--- src/rtl/vmdec_pkg.sv ---
package vmdec_pkg;
  localparam int ILEN  = 32;
  localparam int IDX_W = 5;
  localparam int OP_W  = 4;

  localparam logic [6:0] MAJOR_VEC  = 7'b1010111;
  localparam logic [2:0] F3_MASKVV  = 3'b010;
  localparam logic [5:0] SEL_SCALAR = 6'b010000;
  localparam logic [5:0] SEL_UNARY  = 6'b010100;
  localparam logic [2:0] SEL_LOGIC_HI = 3'b011;

  typedef enum logic [OP_W-1:0] {
    MOP_NONE     = 4'd0,
    MOP_ANDN     = 4'd1,
    MOP_AND      = 4'd2,
    MOP_OR       = 4'd3,
    MOP_XOR      = 4'd4,
    MOP_ORN      = 4'd5,
    MOP_NAND     = 4'd6,
    MOP_NOR      = 4'd7,
    MOP_XNOR     = 4'd8,
    MOP_POPCNT   = 4'd9,
    MOP_FIRST    = 4'd10,
    MOP_SETBEF   = 4'd11,
    MOP_SETONLY  = 4'd12,
    MOP_SETINCL  = 4'd13,
    MOP_IOTA     = 4'd14,
    MOP_INDEX    = 4'd15
  } mop_e;

  // Mirrors the bit layout of the instruction word, MSB first.
  typedef struct packed {
    logic [5:0]       sel;
    logic             vm;
    logic [IDX_W-1:0] s2;
    logic [IDX_W-1:0] s1;
    logic [2:0]       minor;
    logic [IDX_W-1:0] dst;
    logic [6:0]       major;
  } ifields_t;

  typedef struct packed {
    logic             legal;
    mop_e             op;
    logic             scalar_dst;
    logic [IDX_W-1:0] dst;
    logic [IDX_W-1:0] src2;
    logic [IDX_W-1:0] src1;
    logic             vm;
  } dec_t;
endpackage

--- src/rtl/vmdec_fields.sv ---
module vmdec_fields
  import vmdec_pkg::*;
(
  input  logic [ILEN-1:0] word,
  output ifields_t        flds,
  output logic            cand
);
  assign flds = ifields_t'(word);
  assign cand = (flds.major == MAJOR_VEC) && (flds.minor == F3_MASKVV);
endmodule

--- src/rtl/vmdec_core.sv ---
module vmdec_core
  import vmdec_pkg::*;
(
  input  ifields_t flds,
  input  logic     cand,
  output dec_t     dec
);
  mop_e op_raw;
  logic ok;

  always_comb begin
    op_raw = MOP_NONE;
    ok     = 1'b0;
    if (cand) begin
      if (flds.sel[5:3] == SEL_LOGIC_HI) begin
        if (flds.vm) begin
          ok     = 1'b1;
          op_raw = mop_e'({1'b0, flds.sel[2:0]} + 4'd1);
        end
      end else if (flds.sel == SEL_SCALAR) begin
        case (flds.s1)
          5'b10000: begin ok = 1'b1; op_raw = MOP_POPCNT; end
          5'b10001: begin ok = 1'b1; op_raw = MOP_FIRST;  end
          default:  begin ok = 1'b0; op_raw = MOP_NONE;   end
        endcase
      end else if (flds.sel == SEL_UNARY) begin
        case (flds.s1)
          5'b00001: begin ok = 1'b1; op_raw = MOP_SETBEF;  end
          5'b00010: begin ok = 1'b1; op_raw = MOP_SETONLY; end
          5'b00011: begin ok = 1'b1; op_raw = MOP_SETINCL; end
          5'b10000: begin ok = 1'b1; op_raw = MOP_IOTA;    end
          5'b10001: begin ok = (flds.s2 == '0); op_raw = MOP_INDEX; end
          default:  begin ok = 1'b0; op_raw = MOP_NONE;    end
        endcase
      end
    end
  end

  always_comb begin
    dec.legal      = ok;
    dec.op         = ok ? op_raw : MOP_NONE;
    dec.scalar_dst = ok && (op_raw == MOP_POPCNT || op_raw == MOP_FIRST);
    dec.dst        = flds.dst;
    dec.src2       = flds.s2;
    dec.src1       = flds.s1;
    dec.vm         = flds.vm;
  end
endmodule

--- src/rtl/vmdec_stage.sv ---
module vmdec_stage #(
  parameter int W = 8
) (
  input  logic         clk,
  input  logic         rst,
  input  logic         up_valid,
  output logic         up_ready,
  input  logic [W-1:0] up_data,
  output logic         dn_valid,
  input  logic         dn_ready,
  output logic [W-1:0] dn_data
);
  logic         full_q;
  logic [W-1:0] data_q;

  assign up_ready = !full_q || dn_ready;

  always_ff @(posedge clk) begin
    if (rst) begin
      full_q <= 1'b0;
    end else if (up_valid && up_ready) begin
      full_q <= 1'b1;
    end else if (dn_ready) begin
      full_q <= 1'b0;
    end
  end

  always_ff @(posedge clk) begin
    if (up_valid && up_ready) data_q <= up_data;
  end

  assign dn_valid = full_q;
  assign dn_data  = data_q;
endmodule

--- src/rtl/vmask_decoder.sv ---
module vmask_decoder
  import vmdec_pkg::*;
(
  input  logic             clk,
  input  logic             rst,
  input  logic             in_valid,
  output logic             in_ready,
  input  logic [ILEN-1:0]  in_word,
  output logic             out_valid,
  input  logic             out_ready,
  output logic             out_legal,
  output logic [OP_W-1:0]  out_op,
  output logic             out_scalar_dst,
  output logic [IDX_W-1:0] out_dst,
  output logic [IDX_W-1:0] out_src2,
  output logic [IDX_W-1:0] out_src1,
  output logic             out_vm
);
  localparam int DW = $bits(dec_t);

  ifields_t flds;
  logic     cand;
  dec_t     dec_c;
  dec_t     dec_q;
  logic [DW-1:0] q_bits;

  vmdec_fields u_fields (.word(in_word), .flds(flds), .cand(cand));
  vmdec_core   u_core   (.flds(flds), .cand(cand), .dec(dec_c));

  vmdec_stage #(.W(DW)) u_stage (
    .clk(clk), .rst(rst),
    .up_valid(in_valid), .up_ready(in_ready), .up_data(dec_c),
    .dn_valid(out_valid), .dn_ready(out_ready), .dn_data(q_bits)
  );

  assign dec_q          = dec_t'(q_bits);
  assign out_legal      = dec_q.legal;
  assign out_op         = dec_q.op;
  assign out_scalar_dst = dec_q.scalar_dst;
  assign out_dst        = dec_q.dst;
  assign out_src2       = dec_q.src2;
  assign out_src1       = dec_q.src1;
  assign out_vm         = dec_q.vm;
endmodule

--- config.mk ---
export PLATFORM = sky130hd
export DESIGN_NAME = vmask_decoder
export DESIGN_NICKNAME = d
export VERILOG_FILES = /design/src/rtl/vmdec_pkg.sv /design/src/rtl/vmdec_fields.sv /design/src/rtl/vmdec_core.sv /design/src/rtl/vmdec_stage.sv /design/src/rtl/vmask_decoder.sv
export SDC_FILE = /design/constraint.sdc
export NUM_CORES = 1
export LEC_CHECK = 0
export BUFFER_PORTS_ARGS = -buffer_cell sky130_fd_sc_hd__buf_2
export CORE_MARGIN = 1
export CORE_UTILIZATION = 40
export CTS_CLUSTER_DIAMETER = 40
export DETAILED_ROUTE_END_ITERATION = 10
export PLACE_DENSITY = 0.77
export SYNTH_ARGS = -nofsm -noshare
export SYNTH_HDL_FRONTEND = slang
export SYNTH_SLANG_ARGS = --single-unit
export TNS_END_PERCENT = 10
--- constraint.sdc ---
create_clock -name clk -period 2 [get_ports clk]
set_clock_uncertainty 0.2 [all_clocks]
set_input_delay 0.4 -clock clk [delete_from_list [all_inputs] [get_ports clk]]
set_output_delay 0.4 -clock clk [all_outputs]
set_load 0.05 [all_outputs]
==> results of run 1 <==
-- through the flow --
stage / hold slack, ns / setup slack (ns) / setup TNS [ns]
after CTS: 0.0250 / 0.109 / 0
after detailed placement: 0.282 / -0.222 / -0.782
after global routing: 0.0382 / -0.0413 / -0.0413
after global placement: 0.271 / -0.146 / -0.393
final: 0.0313 / 0.0773 / 0
after floorplan: 0.269 / 0.0961 / 0
-- cell families after synthesis --
group	after synthesis	share of synthesized area
buffers and inverters	6	0.0217
AOI/OAI and AO/OA	11	0.0773
xor gates and xnor gates	4	0.0338
DFF	23	0.657
and+or+nand+nor	28	0.176
adders and majority gates	3	0.0338
-- layout make-up --
class,count,area share
flip-flops and latches,23,0.479
well taps,30,0.0264
clock buffers,4,0.0185
inverters,4,0.0106
repair buffers,62,0.224
multi-input cells,46,0.241
-- synthesized netlist by cell type (all sizes together) --
master and count:
nand2b 3, nand3 2, dfxtp 1, and4b 1
and3b 3, nor3b 1, o21a 1, and2 2
nor3 1, nand4 1, nand2 4, nor4bb 2
o311a 1, nor2 2, ha 2, inv 4
xor2 1, maj3 1, or3 1, clkbuf 2
o21ai 2, a21oi 4, xnor2 3, o31ai 1
nand4b 2, edfxtp 22, o32ai 2, and3 1
nor2b 2
-- worst min-delay path by stage --
stage          depth (start not counted)  slack [ns]          endpoint
4_1_cts                                2        0.02  u_stage.dn_valid
6_report                               2        0.03  u_stage.dn_valid
5_1_grt                                2        0.04  u_stage.dn_valid
3_3_place_gp                           2        0.27  u_stage.dn_valid
3_5_place_dp                           2        0.28  u_stage.dn_valid
2_1_floorplan                          1        0.27  u_stage.dn_valid
-- worst max-delay path: cells and delay by family --
kind / cells / cell delay (ns)
fa+ha+maj: 1 / 0.17
compound gates: 1 / 0.32
buf+inv: 2 / 0.16
simple gates: 4 / 0.86
-- registers in the layout, indices dropped and copies added, names as in the netlist --
name and flops:
u_stage.dn_valid 1, u_stage.dn_data 22
-- routing by layer --
layer	vias up	track usage
met5	-	0
met4	0	0.0965
met3	4	0.0172
met2	48	0.289
met1	390	0.172
li1	414	-
-- where the power goes --
part	switching (mW)	internal [mW]	leakage [nW]	total, mW
registers	0.00652	0.557	0.223	0.564
clock network	0.132	0.0778	0.0150	0.210
logic	0.152	0.0654	0.381	0.218
==> impl_metrics.env, run 1 <==
export IMPL_r2r_cells=2
export IMPL_vias=856
export IMPL_ant_nets=0
export IMPL_nets=178
export IMPL_startpoint_type="input pin"
export IMPL_wl_met3_um=195
export IMPL_post_dp_cell_area_um2=1390
export IMPL_ff_latch_area_um2=681
export IMPL_p_leak_nw=0.618
export IMPL_worstSkewPairLatency_ns=0.30
export IMPL_synth_warnings=0
export IMPL_die_w_um=52.9
export IMPL_yosysTopAreaCell="edfxtp_1"
export IMPL_dr_pass1_iters=5
export IMPL_num_rows=18
export IMPL_avgViaCountPerCell=5.07
export IMPL_crit_start="in_word[26]"
export IMPL_slew_viol_final=0
export IMPL_antenna_found_initial=0
export IMPL_grtUsageTotal=0.158
export IMPL_status="completed"
export IMPL_hold_path_class="in2reg"
export IMPL_synth_area_per_cell_um2=13.8
export IMPL_synthDistinctLibCells=30
export IMPL_vdd_ir_drop_max_v=0.000402
export IMPL_clockBufferDepth=2
export IMPL_min_from="rst"
export IMPL_crit_path_max_incr_delay_ns=0.36
export IMPL_cts_resized=0
export IMPL_setup_violations=0
export IMPL_fin_crit_sh=0.961
export IMPL_crit_chain="buf_2 > inv_1 > ha_1 > nor4bb_2 > nand2_1 > o31ai_1 > and3b_1 > and2_1"
export IMPL_ys_ff_latch=23
export IMPL_slew_limit_headroom=0.670
export IMPL_wl_met2_um=1160
export IMPL_place_detailed_hpwl_um=1730
export IMPL_dieHeight_um=52.9
export IMPL_dp_cells=165
export IMPL_dr_first_iter_drc_count=9
export IMPL_arrival_ns=1.91
export IMPL_n_antenna_cell=0
export IMPL_cp_end_kind="flip-flop"
export IMPL_io_pins=60
export IMPL_grt_max_degree=23
export IMPL_cts_root_buf="clkbuf_4"
export IMPL_synthesis_nets=113
export IMPL_fmaxAchievable_mhz=520
export IMPL_cts_sinks=23
export IMPL_synthTopCellsByArea="edfxtp_1, and3b_1, xnor2_1, ha_1, a21oi_1"
export IMPL_stdcell_count=169
export IMPL_syn_instance_count=75
export IMPL_drc=0
export IMPL_top_layer="met4"
export IMPL_coreArea_um2=2450
export IMPL_fill_cells=218
export IMPL_drive_above_1_share=0.504
export IMPL_final_common_cell="buf_2"
export IMPL_slowest_stage="nor4bb_2"
export IMPL_crit_path_end="u_stage.dn_data[18]"
export IMPL_h_tree_depth=1
export IMPL_final_util=0.578
export IMPL_drt_total_wl_um=2190
export IMPL_fp_dieArea_um2=2800
export IMPL_yosysSeqAreaShare=0.657
export IMPL_design_area_um2=1420
export IMPL_synth_cell_area_um2=1040
export IMPL_power_mw=0.991
export IMPL_gp_congestion=0.839
export IMPL_port_buffers=59
export IMPL_hold_violations=0
export IMPL_p_per_area_nw_per_um2=698
export IMPL_cap_viol_max_count=0
export IMPL_r2r_start="u_stage.dn_valid"
export IMPL_period_needed_ns=1.92
export IMPL_wire_per_inst_um=13.0
export IMPL_area_growth_pct=37.1
export IMPL_worstPathRequired_ns=1.99
export IMPL_wl_met1_um=792
export IMPL_synth_top_area_share=0.638
export IMPL_overflow=0
export IMPL_cts_hold_buffers=0
export IMPL_post_cts_setup_buffer_count=0
export IMPL_cts_tree="yes"
export IMPL_clkTransAtPathRegs_ns=0.12
export IMPL_multi_input_area_um2=343
export IMPL_critical_path_peak_fanout=3
export IMPL_initial_utilization=0.422
export IMPL_r2r_end="u_stage.dn_data[16]"
export IMPL_cts_buffers_inserted=3
export IMPL_final_cell_mix="buf_2, edfxtp_1, inv_1, nand2_1, a21oi_1"
export IMPL_tightest_slew_ns=0.495
export IMPL_grt_pass1_wl_um=3140
export IMPL_r2r_slack_ns=0.58
export IMPL_critPathKind="in2reg"
export IMPL_grt_pass1_vias=767
(Power assumes the default switching activity.)
==> run 2: changes to the inputs <==
Settings changed: CORE_ASPECT_RATIO set to 1.1, CORE_MARGIN 1 to 4, CTS_BUF_LIST set to sky130_fd_sc_hd__clkbuf_2 sky130_fd_sc_hd__clkbuf_4 sky130_fd_sc_hd__clkbuf_8.
==> impl_metrics.env, run 2 (same netlist as run 1, synthesis figures left out) <==
export IMPL_status="completed"
export IMPL_die_w_um=56.5
export IMPL_vias=827
export IMPL_io_pins=60
export IMPL_n_antenna_cell=0
export IMPL_area_growth_pct=37.6
export IMPL_vdd_ir_drop_max_v=0.000337
export IMPL_setup_ws_ns=0.131
export IMPL_critical_path_peak_fanout=3
export IMPL_slew_limit_headroom=0.682
export IMPL_cts_hold_buffers=0
export IMPL_num_rows=19
export IMPL_h_tree_depth=1
export IMPL_slew_viol_final=0
export IMPL_final_util=0.571
export IMPL_ant_nets=0
export IMPL_wire_per_inst_um=13.3
export IMPL_cts_root_buf="clkbuf_4"
export IMPL_final_common_cell="buf_2"
export IMPL_critPathKind="in2reg"
export IMPL_fill_cells=220
export IMPL_hold_slack_ns=0.0285
export IMPL_port_buffers=59
export IMPL_grt_pass1_wl_um=3330
export IMPL_p_per_area_nw_per_um2=701
export IMPL_period_needed_ns=1.87
export IMPL_rsz0062_at_grt="no"
export IMPL_crit_path_max_incr_delay_ns=0.33
export IMPL_setup_violations=0
export IMPL_grt_pass1_vias=808
export IMPL_cap_viol_max_count=0
export IMPL_crit_buf_inv=2
export IMPL_p_leak_nw=0.622
export IMPL_use_met2=0.239
export IMPL_place_ws_ns=-0.216
export IMPL_drt_total_wl_um=2260
export IMPL_grt_max_degree=23
export IMPL_cts_resized=0
export IMPL_met1_usage=0.124
export IMPL_fin_crit_sh=0.935
export IMPL_gp_congestion=0.893
export IMPL_met3_usage=0.0252
export IMPL_place_detailed_hpwl_um=1860
export IMPL_nets=178
export IMPL_tightest_slew_ns=0.478
export IMPL_grtUsageTotal=0.125
export IMPL_overflow=0
export IMPL_hold_violations=0
export IMPL_startpoint_type="input pin"
export IMPL_dr_pass1_iters=4
export IMPL_cts_buffers_inserted=3
export IMPL_worstPathRequired_ns=1.98
export IMPL_dr_first_iter_drc_count=25
export IMPL_drc=0
export IMPL_initial_utilization=0.415
export IMPL_fmaxAchievable_mhz=535
export IMPL_avgViaCountPerCell=4.86
export IMPL_antenna_found_initial=0
export IMPL_dieHeight_um=61.4
export IMPL_clockBufferDepth=2
export IMPL_largest_register_ffs=22
export IMPL_worstSkewPairLatency_ns=0.30
export IMPL_cts_sinks=23
export IMPL_fp_dieArea_um2=3470
export IMPL_post_cts_setup_buffer_count=0
export IMPL_cts_tree="yes"
export IMPL_coreArea_um2=2500
export IMPL_cp_end_kind="flip-flop"
export IMPL_busiest_layer="met2"
export IMPL_hold_path_class="in2reg"
export IMPL_arrival_ns=1.85
export IMPL_drive_above_1_share=0.511
export IMPL_clkTransAtPathRegs_ns=0.11
export IMPL_cpLargestDelayFamily="simple AND/OR/NAND/NOR gates"
export IMPL_crit_chain="buf_2 > inv_1 > ha_1 > nor4bb_2 > nand2_1 > o31ai_1 > and3b_1 > and2_1"
export IMPL_final_cell_mix="buf_2, edfxtp_1"
export IMPL_r2r_slack_ns=0.60
export IMPL_slowest_stage="nor4bb_2"
export IMPL_power_mw=0.999
-- run 2: cell types whose count changed in the layout (fill, tap and decap cells not counted) --
cell,delta
clkbuf_1,-1
clkbuf_4,+1
-- run 2: worst paths after layout --
| check | from | to | cells past startpoint |
|---|---|---|---|
| setup / recovery | in_word[26] | u_stage.dn_data[18] | 8 |
| hold / removal | rst | u_stage.dn_valid | 2 |
| hold reg to reg | u_stage.dn_valid | u_stage.dn_valid | 2 |
| setup reg to reg | u_stage.dn_valid | u_stage.dn_data[10] | 2 |
-- run 2: area by class of cell --
type                            count  area, um2  share of cell area
Sequential cell                    23        681               0.478
Multi-Input combinational cell     46        343               0.241
Timing Repair Buffer               62        318               0.223
Tap cell                           31       38.8              0.0272
Clock buffer                        4       30.0              0.0211
Inverter                            4       15.0              0.0105
-- run 2: through the flow --
stage | setup TNS, ns | cell area [um2] | std cells
after floorplan | 0 | 1040 | 75
after global placement | -0.490 | 1390 | 166
after detailed placement | -0.854 | 1390 | 166
after CTS | 0 | 1420 | 170
after global routing | 0 | 1430 | 170
final | 0 | 1430 | 170
-- run 2: routing by layer --
layer | vias to the layer above | wire (um)
li1 | 414 | -
met5 | - | 0
met1 | 369 | 792
met2 | 40 | 1200
met3 | 4 | 218
met4 | 0 | 46
-- run 2: where the power goes --
part / switching [mW] / internal (mW)
registers: 0.00600 / 0.557
clock network: 0.127 / 0.0913
logic: 0.153 / 0.0653
total: 0.285 / 0.714
